===== config.mk =====
export PLATFORM = sky130hd
export DESIGN_NAME = sdw_block_writer
export DESIGN_NICKNAME = d
export VERILOG_FILES = /design/src/rtl/sdw_pkg.sv /design/src/rtl/sdw_token_decode.sv /design/src/rtl/sdw_byte_counter.sv /design/src/rtl/sdw_ctrl.sv /design/src/rtl/sdw_block_writer.sv
export SDC_FILE = /design/constraint.sdc
export NUM_CORES = 1
export LEC_CHECK = 0
export BUFFER_PORTS_ARGS = -buffer_cell sky130_fd_sc_hd__buf_2
export CAP_MARGIN = 20
export CORE_MARGIN = 5
export CORE_UTILIZATION = 55
export DETAILED_ROUTE_END_ITERATION = 16
export GPL_TIMING_DRIVEN = 0
export HOLD_SLACK_MARGIN = 0.05
export PLACE_DENSITY = 0.87
export SYNTH_ARGS = -nofsm -noshare
export SYNTH_HDL_FRONTEND = slang
export SYNTH_SLANG_ARGS = --single-unit

===== constraint.sdc =====
create_clock -name clk -period 3.8 [get_ports clk]
set_input_delay 0.76 -clock clk [delete_from_list [all_inputs] [get_ports clk]]
set_output_delay 0.76 -clock clk [all_outputs]
set_load 0.02 [all_outputs]

===== src/rtl/sdw_pkg.sv =====
package sdw_pkg;

    localparam logic [7:0] TOK_SINGLE = 8'hFE;
    localparam logic [7:0] TOK_MULTI  = 8'hFC;
    localparam logic [7:0] TOK_STOP   = 8'hFD;
    localparam logic [7:0] RSP_ACCEPT = 8'h05;
    localparam logic [7:0] RSP_FILL   = 8'hFF;
    localparam logic [7:0] RSP_BUSY   = 8'h00;

    typedef enum logic [2:0] {
        ST_IDLE,
        ST_DATA,
        ST_CRC,
        ST_ACK,
        ST_STOP_WAIT
    } wr_state_e;

    typedef enum logic [1:0] {
        TK_NONE,
        TK_START,
        TK_STOP
    } tok_class_e;

    typedef struct packed {
        logic       valid;
        logic [7:0] data;
    } byte_beat_t;

    function automatic tok_class_e classify_token(input logic [7:0] b);
        tok_class_e c;
        if (b == TOK_SINGLE || b == TOK_MULTI) begin
            c = TK_START;
        end else if (b == TOK_STOP) begin
            c = TK_STOP;
        end else begin
            c = TK_NONE;
        end
        return c;
    endfunction

endpackage


===== src/rtl/sdw_token_decode.sv =====
module sdw_token_decode
    import sdw_pkg::*;
(
    input  logic [7:0] in_byte,
    output tok_class_e tok
);

    always_comb begin
        tok = classify_token(in_byte);
    end

endmodule


===== src/rtl/sdw_byte_counter.sv =====
module sdw_byte_counter #(
    parameter int BLK_LEN = 512
) (
    input  logic clk,
    input  logic rst,
    input  logic clr,
    input  logic inc,
    output logic last
);

    localparam int CW = (BLK_LEN > 1) ? $clog2(BLK_LEN) : 1;
    localparam logic [CW-1:0] LAST_VAL = CW'(BLK_LEN - 1);

    logic [CW-1:0] cnt_q;

    assign last = (cnt_q == LAST_VAL);

    always_ff @(posedge clk) begin
        if (rst) begin
            cnt_q <= '0;
        end else if (clr) begin
            cnt_q <= '0;
        end else if (inc) begin
            if (last) begin
                cnt_q <= '0;
            end else begin
                cnt_q <= cnt_q + CW'(1);
            end
        end
    end

    AST_CNT_IN_RANGE: assert property (@(posedge clk) disable iff (rst)
        32'(cnt_q) < BLK_LEN) else $error("byte count out of range");

    AST_CLR_ZEROES: assert property (@(posedge clk) disable iff (rst)
        clr |=> (cnt_q == '0)) else $error("count not cleared");

endmodule


===== src/rtl/sdw_ctrl.sv =====
module sdw_ctrl
    import sdw_pkg::*;
#(
    parameter int CRC_BYTES = 2
) (
    input  logic       clk,
    input  logic       rst,
    input  logic       xfer_valid,
    input  logic [7:0] xfer_byte,
    input  logic       card_rx_ready,
    input  logic       card_busy,
    input  tok_class_e tok,
    input  logic       blk_last,
    output logic       cnt_clr,
    output logic       cnt_inc,
    output logic       rsp_valid,
    output logic [7:0] rsp_byte,
    output logic       wr_valid,
    output logic [7:0] wr_byte,
    output logic       stop_req
);

    localparam int CRCW = (CRC_BYTES > 1) ? $clog2(CRC_BYTES) : 1;
    localparam logic [CRCW-1:0] CRC_LAST = CRCW'(CRC_BYTES - 1);

    wr_state_e       state_q, state_n;
    logic [CRCW-1:0] crc_q, crc_n;
    logic [7:0]      reply;
    byte_beat_t      wr_n;
    logic            stop_n;

    always_comb begin
        state_n = state_q;
        crc_n   = crc_q;
        reply   = RSP_FILL;
        cnt_clr = 1'b0;
        cnt_inc = 1'b0;
        wr_n    = '{valid: 1'b0, data: xfer_byte};
        stop_n  = 1'b0;
        if (xfer_valid) begin
            case (state_q)
                ST_IDLE: begin
                    if (tok == TK_START) begin
                        cnt_clr = 1'b1;
                        state_n = ST_DATA;
                    end else if (tok == TK_STOP) begin
                        stop_n  = 1'b1;
                        state_n = ST_STOP_WAIT;
                    end
                end
                ST_DATA: begin
                    wr_n.valid = 1'b1;
                    cnt_inc    = 1'b1;
                    if (blk_last || !card_rx_ready) begin
                        crc_n   = '0;
                        state_n = ST_CRC;
                    end
                end
                ST_CRC: begin
                    if (crc_q == CRC_LAST) begin
                        state_n = ST_ACK;
                    end else begin
                        crc_n = crc_q + CRCW'(1);
                    end
                end
                ST_ACK: begin
                    reply   = RSP_ACCEPT;
                    state_n = ST_IDLE;
                end
                ST_STOP_WAIT: begin
                    if (card_busy) begin
                        reply = RSP_BUSY;
                    end else begin
                        state_n = ST_IDLE;
                    end
                end
                default: begin
                    state_n = ST_IDLE;
                end
            endcase
        end
    end

    always_ff @(posedge clk) begin
        if (rst) begin
            state_q   <= ST_IDLE;
            crc_q     <= '0;
            rsp_valid <= 1'b0;
            rsp_byte  <= RSP_FILL;
            wr_valid  <= 1'b0;
            wr_byte   <= '0;
            stop_req  <= 1'b0;
        end else begin
            state_q   <= state_n;
            crc_q     <= crc_n;
            rsp_valid <= xfer_valid;
            if (xfer_valid) begin
                rsp_byte <= reply;
            end
            wr_valid <= wr_n.valid;
            if (wr_n.valid) begin
                wr_byte <= wr_n.data;
            end
            stop_req <= stop_n;
        end
    end

    AST_REPLY_HAS_XFER: assert property (@(posedge clk) disable iff (rst)
        rsp_valid |-> $past(xfer_valid)) else $error("reply without exchange");

    AST_XFER_GETS_REPLY: assert property (@(posedge clk) disable iff (rst)
        xfer_valid |=> rsp_valid) else $error("exchange without reply");

    AST_WRITE_FILL_REPLY: assert property (@(posedge clk) disable iff (rst)
        wr_valid |-> (rsp_valid && rsp_byte == RSP_FILL)) else $error("write with non-fill reply");

    AST_STOP_ONE_CYCLE: assert property (@(posedge clk) disable iff (rst)
        stop_req |=> !stop_req) else $error("stop request too long");

    AST_STOP_NO_WRITE: assert property (@(posedge clk) disable iff (rst)
        stop_req |-> !wr_valid) else $error("stop during write");

    AST_ACCEPT_NO_WRITE: assert property (@(posedge clk) disable iff (rst)
        (rsp_valid && rsp_byte == RSP_ACCEPT) |-> !wr_valid) else $error("accept with write");

endmodule


===== src/rtl/sdw_block_writer.sv =====
module sdw_block_writer
    import sdw_pkg::*;
#(
    parameter int BLOCK_LEN = 512,
    parameter int CRC_BYTES = 2
) (
    input  logic       clk,
    input  logic       rst,
    input  logic       xfer_valid,
    input  logic [7:0] xfer_byte,
    output logic       rsp_valid,
    output logic [7:0] rsp_byte,
    output logic       wr_valid,
    output logic [7:0] wr_byte,
    input  logic       card_rx_ready,
    output logic       stop_req,
    input  logic       card_busy
);

    tok_class_e tok;
    logic       cnt_clr;
    logic       cnt_inc;
    logic       blk_last;

    sdw_token_decode u_dec (
        .in_byte (xfer_byte),
        .tok     (tok)
    );

    sdw_byte_counter #(
        .BLK_LEN (BLOCK_LEN)
    ) u_cnt (
        .clk  (clk),
        .rst  (rst),
        .clr  (cnt_clr),
        .inc  (cnt_inc),
        .last (blk_last)
    );

    sdw_ctrl #(
        .CRC_BYTES (CRC_BYTES)
    ) u_ctrl (
        .clk           (clk),
        .rst           (rst),
        .xfer_valid    (xfer_valid),
        .xfer_byte     (xfer_byte),
        .card_rx_ready (card_rx_ready),
        .card_busy     (card_busy),
        .tok           (tok),
        .blk_last      (blk_last),
        .cnt_clr       (cnt_clr),
        .cnt_inc       (cnt_inc),
        .rsp_valid     (rsp_valid),
        .rsp_byte      (rsp_byte),
        .wr_valid      (wr_valid),
        .wr_byte       (wr_byte),
        .stop_req      (stop_req)
    );

    AST_STOP_FROM_TOKEN: assert property (@(posedge clk) disable iff (rst)
        stop_req |-> ($past(xfer_valid) && $past(xfer_byte) == TOK_STOP)) else $error("stop without token");

    AST_WRITE_MATCHES_IN: assert property (@(posedge clk) disable iff (rst)
        wr_valid |-> (wr_byte == $past(xfer_byte))) else $error("write byte mismatch");

endmodule


==> results of run 1 <==
## per-stage QoR
step	std cells	hold slack, ns	cell area, um2	total power [mW]	util [%]
4_1_cts	207	0.464	1470	0.507	67.9
2_1_floorplan	145	0.472	1240	0.302	-
3_3_place_gp	203	0.440	1420	0.316	65.5
3_5_place_dp	203	0.446	1420	0.317	65.5
5_1_grt	207	0.498	1470	0.518	67.9
6_report	207	0.461	1470	0.506	67.9
## cell usage in the layout (no fill, tap or decap), types with 5 or more instances in the layout
| cell | count |
|---|---|
| a21oi_1 | 11 |
| buf_2 | 33 |
| buf_4 | 6 |
| clkbuf_1 | 5 |
| dfxtp_1 | 26 |
| nand2_1 | 22 |
| nor2_1 | 12 |
| xor2_1 | 6 |
## sequential cells by signal (all words and copies together) (netlist names)
register / cells
u_ctrl.rsp_byte: 2
u_ctrl.stop_req: 1
u_cnt.cnt_q: 9
u_ctrl.wr_valid: 1
u_ctrl.rsp_valid: 1
u_ctrl.crc_q: 1
u_ctrl.state_q: 3
u_ctrl.wr_byte: 8
## worst reg2reg max path: cells and delay by family, from the launching register on
kind | cells | cell delay, ns
compound gates | 2 | 0.26
fa+ha+maj | 2 | 0.49
flops | 1 | 0.37
simple gates | 3 | 0.86
## per-layer routing
metal | wire length [um] | up-vias | track usage (%) | share of wire [%]
met3 | 240 | 6 | 4.30 | 8.6
met2 | 1350 | 49 | 31.8 | 48
met1 | 1170 | 537 | 21.6 | 42
li1 | - | 569 | - | -
met5 | 0 | - | 0 | 0
met4 | 45 | 0 | 7.28 | 1.6
## how the worst min path moves through the flow
stage,to,start,cells past startpoint
6_report,u_ctrl.wr_byte[0]$_SDFFE_PP0P_,u_ctrl.wr_byte[0]$_SDFFE_PP0P_,2
5_1_grt,u_ctrl.wr_byte[0]$_SDFFE_PP0P_,u_ctrl.wr_byte[0]$_SDFFE_PP0P_,2
4_1_cts,u_ctrl.wr_byte[0]$_SDFFE_PP0P_,u_ctrl.wr_byte[0]$_SDFFE_PP0P_,2
3_5_place_dp,u_ctrl.wr_byte[0]$_SDFFE_PP0P_,u_ctrl.wr_byte[0]$_SDFFE_PP0P_,2
3_3_place_gp,u_ctrl.wr_byte[0]$_SDFFE_PP0P_,u_ctrl.wr_byte[0]$_SDFFE_PP0P_,2
2_1_floorplan,u_cnt.cnt_q[7]$_SDFFE_PP0P_,u_cnt.cnt_q[7]$_SDFFE_PP0P_,2
## final cells by class
class	instances	area, um2
multi-input cells	101	614
clock inverters	1	30.0
repair buffers	30	150
fillers	200	696
clock buffers	3	22.5
well taps	28	35.0
flip-flops and latches	26	520
inverters	3	11.3
plain buffers	15	90.1
## power breakdown
part | switching, mW | internal [mW]
logic | 0.0210 | 0.0151
clock network | 0.0876 | 0.107
registers | 0.00103 | 0.274
total | 0.110 | 0.396
## logic make-up after synthesis
family          count (synthesis)  share of synthesized area [%]
flops                          26                           42.1
simple gates                   67                           30.7
buf+inv                        18                           8.20
fa+ha+maj                       2                           2.02
xor+xnor                        7                           4.96
compound gates                 25                           12.0
==> impl_metrics.csv, run 1 <==
group,metric,value,unit
run_status,status,"complete, no violations",
setup_path,r2r-start,"u_cnt.cnt_q[0]$_SDFFE_PP0P_",
sta,fin_crit,2.05,ns
cts,post_cts_resized,0,
sta,grt_setup_unrepaired,"false",
routing,wl_per_cell,13.5,um
cts,cts_sinks,26,
layout,area_delta_synth_final,19.2,%
synth,syn_area_per_cell,8.53,um2
floorplan,die_y,57.4,um
cts,cts_tree,"yes",
synth,syn_nets,160,
setup_path,reg2reg_slack,1.75,ns
synth,synth.cell_area,0.00124,mm2
synth,synthTopCellsByArea,"dfxtp_1, nand2_1, a21oi_1, xor2_1, buf_4",
synth,async_flop_share,0,%
routing,vias,1161,
sta,fmax,0.487,GHz
routing,finalWirelength,2800,um
synth,synth.top_cell.area_share,42.1,%
setup_path,crit_start,"u_cnt.cnt_q[0]$_SDFFE_PP0P_",
sta,clock_skew,0.0152,ns
synth,synth_edf_count,0,
synth,yosysMostFrequentCell,"dfxtp_1",
floorplan,core,0.00217,mm2
cts,cts_made_buffers,3,
setup_path,worstRegToRegCells,7,
global_routing,grt_antenna_before_repair,0,
sta,fin_setup_tns,0,ns
synth,synth_top_area_cell,"dfxtp_1",
synth,synth_cell_type_count,41,
setup_path,critPathMaxFanout,4,
synth,yosys_warnings,0,
setup_path,required,4.07,ns
routing,remaining_drc_errors,0,
sta,finalMaxSlewViolations,0,
setup_path,crit_buf_inv,0,
routing,ant_nets,0,
layout,num_antenna_cells,0,
sta,finalHoldViolations,0,
setup_path,start_kind,"flip-flop",
place,portBuffers,30,
setup_path,path_delay_family,"simple AND/OR/NAND/NOR gates",
power_and_ir_drop,irDropWorstVdd,0.000232,V
setup_path,cpMostUsedCell,"ha_1",
synth,ys.flop_type,"dfxtp_1",
setup_path,r2r_end,"u_ctrl.state_q[0]$_SDFFE_PP0P_",
setup_path,crit_slowest_cell,"or4b_4",
synth,synthCells,145,
synth,synth_commonest_cells,"dfxtp_1, nand2_1, nor2_1",
global_routing,overflow,0,
setup_path,cp-end-kind,"flip-flop",
setup_path,worstPathCellList,"ha_1, and4_1, ha_1, or4b_4, a21oi_2, a211oi_1, nor3_2",
power_and_ir_drop,p_leak,0.600,nW
cts,clkLatencyLatePin,0.34,ns
cts,clk_path_buf_depth,2,
sta,tightest_slew,0.425,ns
floorplan,start_util,57.0,%
sta,timing.final.ws_setup,1.75,ns
worst_hold_path,worstHoldPathType,"reg -> reg",
cts,cts_root_buf,"clkbuf_4",
power_and_ir_drop,powerDensity,343,mW/mm2
synth,ys_ff_latch,26,
floorplan,die_w,57.4,um
place,gp_congestion,0.847,
setup_path,critPathMaxStageDelay,0.51,ns
floorplan,rows,17,
floorplan,dieArea,0.00330,mm2
setup_path,cp.depth,7,
floorplan,ios,32,
run,cap_violations,0,
cts,cts_hold_repair.buffers,0,
global_routing,grt_pass1_vias,1104,
setup_path,crit_arrival,2.33,ns
cts,postCtsSetupBuffers,0,
synth,synth_seq_area_share,42.1,%
sta,setup_violations,0,
cts,h-tree-depth,1,
global_routing,grt_max_degree,16,
routing,dr.pass1.iters,4,
setup_path,worstSetupPathType,"reg -> reg",
sta,relSlewSlack,71.7,%
place,hpwl,2070,um
routing,viasPerCell,5.61,
setup_path,crit_end,"u_ctrl.state_q[0]$_SDFFE_PP0P_",
layout,drive_above_1_share,27.9,%
global_routing,grt_pass1_wl,4820,um
global_routing,grt_usage,18.3,%
cts,clkTransAtPathRegs,0.15,ns
routing,drt_iter0_drc,30,
layout,nets,195,
sta,final.period_utilization,54.1,%
place,pre_cts_ws,1.80,ns
No activity file was read; power rests on OpenSTA's default activity.
==> inputs of run 2 (changes only) <==
--- a/config.mk
+++ b/config.mk
@@ -8,11 +8,11 @@
 export BUFFER_PORTS_ARGS = -buffer_cell sky130_fd_sc_hd__buf_2
 export CAP_MARGIN = 20
 export CORE_MARGIN = 5
-export CORE_UTILIZATION = 55
+export CORE_UTILIZATION = 51
 export DETAILED_ROUTE_END_ITERATION = 16
 export GPL_TIMING_DRIVEN = 0
 export HOLD_SLACK_MARGIN = 0.05
-export PLACE_DENSITY = 0.87
+export PLACE_DENSITY = 0.81
 export SYNTH_ARGS = -nofsm -noshare
 export SYNTH_HDL_FRONTEND = slang
 export SYNTH_SLANG_ARGS = --single-unit
==> constraint.sdc (replaced) <==
create_clock -name clk -period 2.1 [get_ports clk]
set_input_delay 0.42 -clock clk [delete_from_list [all_inputs] [get_ports clk]]
set_output_delay 0.42 -clock clk [all_outputs]
set_load 0.02 [all_outputs]
==> run 2 against run 1 <==
Compared with the run above: first-iteration DRC count down 3.3%; setup slack worse by 1.6 ns; die area rose by 6.5%; sequential power up 81%; flip-flop and latch count unchanged; clock power increased by 76%; total power up 79%; critical path depth unchanged; final area about the same; count of clock-buffer cells in the layout did not move; utilization shrank 2.5 points; clock skew fell by 0.011 ns; critical endpoint unchanged.
==> impl_metrics.csv, run 2 (synthesis gave the netlist of run 1 again) <==
group,metric,value,unit
setup_path,required,2.37,ns
power_and_ir_drop,irDropWorstVdd,0.000384,V
power_and_ir_drop,p_leak,0.600,nW
cts,cts_tree,"yes",
layout,area_delta_synth_final,19.3,%
layout,largest_register_ffs,9,
layout,num_antenna_cells,0,
global_routing,grt_pass1_vias,1063,
setup_path,reg2reg_slack,0.11,ns
worst_hold_path,worstHoldStart,"xfer_byte[1]",
setup_path,path_delay_family,"simple AND/OR/NAND/NOR gates",
place,hpwl,2080,um
routing,highest_layer,"met4",
routing,met2_length,1360,um
routing,route.met3.wl,170,um
worst_hold_path,hold_end,"u_ctrl.wr_byte[1]$_SDFFE_PP0P_",
setup_path,crit_buf_inv,0,
floorplan,die_y,59.2,um
run_status,status,"complete, no violations",
cts,clk_path_buf_depth,2,
sta,fin_crit,1.99,ns
setup_path,critPathMaxFanout,4,
setup_path,worstSetupPathType,"reg -> reg",
sta,finalHoldViolations,0,
global_routing,grt_antenna_before_repair,0,
layout,mostFrequentLayoutCells,"buf_2, dfxtp_1, nand2_1, nor2_1, a21oi_1",
cts,h-tree-depth,1,
global_routing,grt_pass1_wl,4550,um
setup_path,crit_arrival,2.25,ns
global_routing,grt_usage,16.8,%
layout,fin_cells,207,
floorplan,start_util,54.8,%
routing,ant_nets,0,
layout,fin_util,65.4,%
routing,dr.pass1.iters,4,
routing,wl_met1,1190,um
sta,fmax,0.503,GHz
place,portBuffers,30,
setup_path,worstPathCellList,"ha_1, and4_1, ha_1, or4b_4, a21oi_2, a211oi_1, nor3_2",
worst_hold_path,holdPathStages,3,
floorplan,ios,32,
cts,cts_made_buffers,3,
layout,final_common_cell,"buf_2",
layout,multi_input_comb_area,614,um2
floorplan,core,0.00225,mm2
setup_path,cp-end-kind,"flip-flop",
cts,cts_hold_repair.buffers,0,
routing,wl_per_cell,13.2,um
place,placedCellCount,203,
sta,relSlewSlack,69.9,%
setup_path,worstRegToRegCells,7,
cts,clkTransAtPathRegs,0.14,ns
power_and_ir_drop,powerDensity,614,mW/mm2
layout,biggestRegsByFlops,"u_cnt.cnt_q (9), u_ctrl.wr_byte (8), u_ctrl.state_q (3)",
layout,nets,195,
sta,clock_skew,0.00379,ns
setup_path,start_kind,"flip-flop",
floorplan,rows,17,
worst_hold_path,worstHoldPathType,"in -> reg",
floorplan,die_w,59.2,um
setup_path,critPathMaxStageDelay,0.50,ns
layout,regArea,522,um2
setup_path,crit_slowest_cell,"or4b_4",
layout,regMostFlops,"u_cnt.cnt_q",
setup_path,r2r_end,"u_ctrl.state_q[0]$_SDFFE_PP0P_",
routing,finalWirelength,2730,um
sta,tightest_slew,0.451,ns
cts,cts_sinks,26,
setup_path,r2r-start,"u_cnt.cnt_q[0]$_SDFFE_PP0P_",
setup_path,cpMostUsedCell,"ha_1",
place,gp_congestion,0.910,
routing,remaining_drc_errors,0,
routing,viasPerCell,5.50,
floorplan,dieArea,0.00351,mm2
global_routing,grt_max_degree,16,
global_routing,overflow,0,
sta,final.period_utilization,94.6,%
cts,cts_root_buf,"clkbuf_4",
routing,drt_iter0_drc,29,
sta,setup_violations,0,
sta,finalMaxSlewViolations,0,
cts,clkLatencyLatePin,0.32,ns
layout,fillerInstances,207,
layout,drive_above_1_share,28.5,%
sta,timing.hold.ws,0.331,ns
routing,vias,1139,
run,cap_violations,0,
[run 2: worst max-delay path by stage]
stage          cells past startpoint                         from                        endpoint  slack [ns]
5_1_grt                            7  u_cnt.cnt_q[0]$_SDFFE_PP0P_  u_ctrl.state_q[0]$_SDFFE_PP0P_      -0.006
3_5_place_dp                       7  u_cnt.cnt_q[0]$_SDFFE_PP0P_  u_ctrl.state_q[0]$_SDFFE_PP0P_        0.15
3_3_place_gp                       7  u_cnt.cnt_q[0]$_SDFFE_PP0P_  u_ctrl.state_q[0]$_SDFFE_PP0P_        0.15
2_1_floorplan                      7  u_cnt.cnt_q[0]$_SDFFE_PP0P_  u_ctrl.state_q[0]$_SDFFE_PP0P_        0.26
4_1_cts                            7  u_cnt.cnt_q[0]$_SDFFE_PP0P_  u_ctrl.state_q[0]$_SDFFE_PP0P_        0.12
6_report                           7  u_cnt.cnt_q[0]$_SDFFE_PP0P_  u_ctrl.state_q[0]$_SDFFE_PP0P_        0.11
[run 2: tightest hold or removal path: cells and delay by family]
family | cells | cell delay (ns)
buf+inv | 1 | 0.11
compound gates | 1 | 0.05
simple gates | 1 | 0.05
[run 2: where the power goes]
| part | internal (mW) | total [mW] | leakage [nW] | switching, mW |
|---|---|---|---|---|
| Clock | 0.193 | 0.343 | 0.0279 | 0.151 |
| Combinational | 0.0274 | 0.0650 | 0.362 | 0.0376 |
| Sequential | 0.496 | 0.498 | 0.210 | 0.00182 |
[run 2: final cells by class]
type	instances	share of cell area [%]
Clock buffer	3	1.53
Tap cell	28	2.37
Sequential cell	26	35.4
Clock inverter	1	2.04
Inverter	3	0.763
Multi-Input combinational cell	101	41.6
Timing Repair Buffer	30	10.2
Buffer	15	6.11
[run 2: what timing repair did]
| item | CTS | global route |
|---|---|---|
| resized for setup | 0 | 1 |
| setup endpoints to repair | 0 | 1 |
| buffers inserted | 0 | 0 |
[run 2: per-stage QoR]
step,power [mW],setup WS [ns],instance area (um2),TNS [ns]
floorplan,0.547,0.260,1240,0
global placement,0.572,0.153,1420,0
detailed placement,0.573,0.152,1420,0
CTS,0.913,0.117,1470,0
global route,0.946,-0.00555,1480,-0.00555
finish,0.906,0.112,1480,0
[run 2: routing by layer]
layer	vias up	track usage, %
met5	-	0
met3	2	2.83
li1	569	-
met2	35	30.0
met4	0	5.18
met1	533	20.2
==> inputs of run 3 (changes only) <==
--- a/config.mk
+++ b/config.mk
@@ -8,11 +8,11 @@
 export BUFFER_PORTS_ARGS = -buffer_cell sky130_fd_sc_hd__buf_2
 export CAP_MARGIN = 20
 export CORE_MARGIN = 5
-export CORE_UTILIZATION = 51
+export CORE_UTILIZATION = 46
 export DETAILED_ROUTE_END_ITERATION = 16
 export GPL_TIMING_DRIVEN = 0
 export HOLD_SLACK_MARGIN = 0.05
-export PLACE_DENSITY = 0.81
+export PLACE_DENSITY = 0.78
 export SYNTH_ARGS = -nofsm -noshare
 export SYNTH_HDL_FRONTEND = slang
 export SYNTH_SLANG_ARGS = --single-unit
==> constraint.sdc (replaced) <==
create_clock -name clk -period 1.7 [get_ports clk]
set_input_delay 0.34 -clock clk [delete_from_list [all_inputs] [get_ports clk]]
set_output_delay 0.34 -clock clk [all_outputs]
set_load 0.02 [all_outputs]
==> run 3 against run 2 <==
Compared with the run above: the run now ends with negative setup slack left; hold slack got worse by 0.084 ns; non-clock buffer count rose by 9; die area rose by 9.0%; cell count rose by 5.3%; final area rose by 9.8%; clock skew rose by 0.012 ns; register-to-register slack got worse by 0.22 ns; setup slack got worse by 0.22 ns; wire length rose by 10%; global-route usage rose by 0.066 points; highest routed layer unchanged.
==> impl_metrics.csv, run 3 (synthesis gave the netlist of run 1 again) <==
group,metric,value,unit
cts,cts_made_buffers,3,
sta,finalMaxSlewViolations,0,
cts,clkLatencyLatePin,0.32,ns
global_routing,grtUsageMet1,21.8,%
cts,cts_root_buf,"clkbuf_4",
layout,fin_area,0.00162,mm2
cts,cts_hold_repair.buffers,0,
place,portBuffers,30,
routing,ant_nets,0,
global_routing,grt_max_degree,16,
setup_path,worstSetupPathType,"reg -> reg",
floorplan,start_util,49.0,%
setup_path,start_kind,"flip-flop",
power_and_ir_drop,powerDensity,693,mW/mm2
sta,final.period_utilization,106,%
setup_path,required,1.98,ns
run_status,failed_checks,"negative setup slack",
layout,regArea,528,um2
layout,biggestRegsByFlops,"u_cnt.cnt_q (9), u_ctrl.wr_byte (8), u_ctrl.state_q (3)",
global_routing,gr-usage-met2,27.8,%
place,post_dp_cell_area,0.00144,mm2
sta,finalHoldViolations,0,
routing,finalWirelength,3010,um
sta,timing.final.ws_setup,-0.110,ns
place,pre_cts_ws,-0.158,ns
routing,drt_iter0_drc,42,
sta,clock_skew,0.0154,ns
place,hpwl,2130,um
layout,multi_input_comb_area,677,um2
sta,grt_setup_unrepaired,"true",
power_and_ir_drop,power.switching,238,uW
global_routing,overflow,0,
setup_path,crit_arrival,2.09,ns
cts,h-tree-depth,1,
worst_hold_path,worstHoldPathType,"in -> reg",
cts,cts_tree,"yes",
sta,fin_crit,1.81,ns
floorplan,core,0.00252,mm2
floorplan,ios,32,
place,gp_congestion,0.822,
routing,viasPerCell,5.48,
layout,num_antenna_cells,0,
run,cap_violations,0,
global_routing,grt_pass1_vias,1131,
sta,setup_violations,11,
power_and_ir_drop,p_int,885,uW
power_and_ir_drop,sequentialPowerShare,54.7,%
layout,nets,204,
floorplan,rows,18,
global_routing,grt_antenna_before_repair,0,
routing,vias,1194,
sta,fmax,0.553,GHz
layout,regMostFlops,"u_cnt.cnt_q",
setup_path,reg2reg_slack,-0.11,ns
cts,clkTransAtPathRegs,0.15,ns
power_and_ir_drop,irDropWorstVdd,0.000568,V
power_and_ir_drop,p_clk_share,37.8,%
layout,area_delta_synth_final,31.1,%
floorplan,dieArea,0.00382,mm2
layout,fillerInstances,213,
layout,final_common_cell,"buf_2",
layout,largest_register_ffs,9,
setup_path,cp-end-kind,"flip-flop",
global_routing,grt_pass1_wl,4910,um
cts,clk_path_buf_depth,2,
routing,dr.pass1.iters,4,
layout,mostFrequentLayoutCells,"buf_2, nand2_1, dfxtp_1, buf_4, a21oi_1",
floorplan,die_y,61.8,um
sta,relSlewSlack,70.2,%
routing,remaining_drc_errors,0,
setup_path,critPathMaxFanout,7,
floorplan,die_w,61.8,um
sta,tightest_slew,0.447,ns
routing,wl_per_cell,13.8,um
run_status,status,"finished with violations",
global_routing,grt_usage,16.8,%
cts,cts_sinks,26,
power_and_ir_drop,pwr-share-comb,7.5,%
layout,drive_above_1_share,41.0,%
global_routing,top_usage_layer,"met2",
power_and_ir_drop,swShare,21.2,%
power_and_ir_drop,p_leak,0.645,nW
global_routing,met3_usage,3.51,%
run 3: path summary, 6_finish.rpt:
check / from / depth (start not counted) / end
worst min-delay path: xfer_byte[3] / 3 / u_ctrl.wr_byte[3]$_SDFFE_PP0P_
worst max register to register: u_cnt.cnt_q[5]$_SDFFE_PP0P_ / 9 / u_cnt.cnt_q[7]$_SDFFE_PP0P_
worst max-delay path: u_cnt.cnt_q[5]$_SDFFE_PP0P_ / 9 / u_cnt.cnt_q[7]$_SDFFE_PP0P_
worst min register to register: u_ctrl.wr_byte[4]$_SDFFE_PP0P_ / 2 / u_ctrl.wr_byte[4]$_SDFFE_PP0P_
run 3: power by group through the flow:
stage | clock network, mW | registers, mW | logic [mW]
after global placement | 0 | 0.628 | 0.0780
after floorplan | 0 | 0.631 | 0.0444
after CTS | 0.427 | 0.615 | 0.0803
final | 0.425 | 0.615 | 0.0840
after detailed placement | 0 | 0.628 | 0.0801
after global routing | 0.468 | 0.616 | 0.0910
run 3: layer usage:
layer,vias to the layer above,part of all wire [%]
li1,588,-
met1,540,44
met2,60,45
met3,6,9.7
met4,0,1.2
met5,-,0
run 3: stage by stage:
stage               TNS (ns)  hold slack (ns)  cells  util (%)  power [mW]
floorplan            -0.0496            0.472    145         -       0.675
global placement      -0.230            0.440    205      56.9       0.706
detailed placement    -0.260            0.450    205      56.9       0.708
CTS                   -0.286            0.248    216      62.6        1.12
global route           -1.75            0.222    218      64.2        1.17
finish                -0.949            0.247    218      64.2        1.12
run 3: final cells by class:
cell class,instances,share of cell area [%]
clock inverter,1,1.85
clock buffer,3,1.39
sequential,26,32.6
timing repair buffer,40,14.1
inverter,3,0.695
buffer,14,5.25
tap,30,2.32
multi-input combinational,101,41.8
run 3: what timing repair did:
item,CTS,global route
pin swaps,4,11
endpoints found under the setup margin,6,9
gates resized for setup,10,10
setup buffers,8,2
run 3: critical path, stage by stage, from the launching register on:
cell	delay, ns
dfxtp_2	0.36
and4_1	0.21
and4_4	0.15
ha_4	0.16
buf_4	0.13
buf_6	0.11
nand2_2	0.06
nor2_1	0.05
or3_4	0.42
nor2_1	0.10
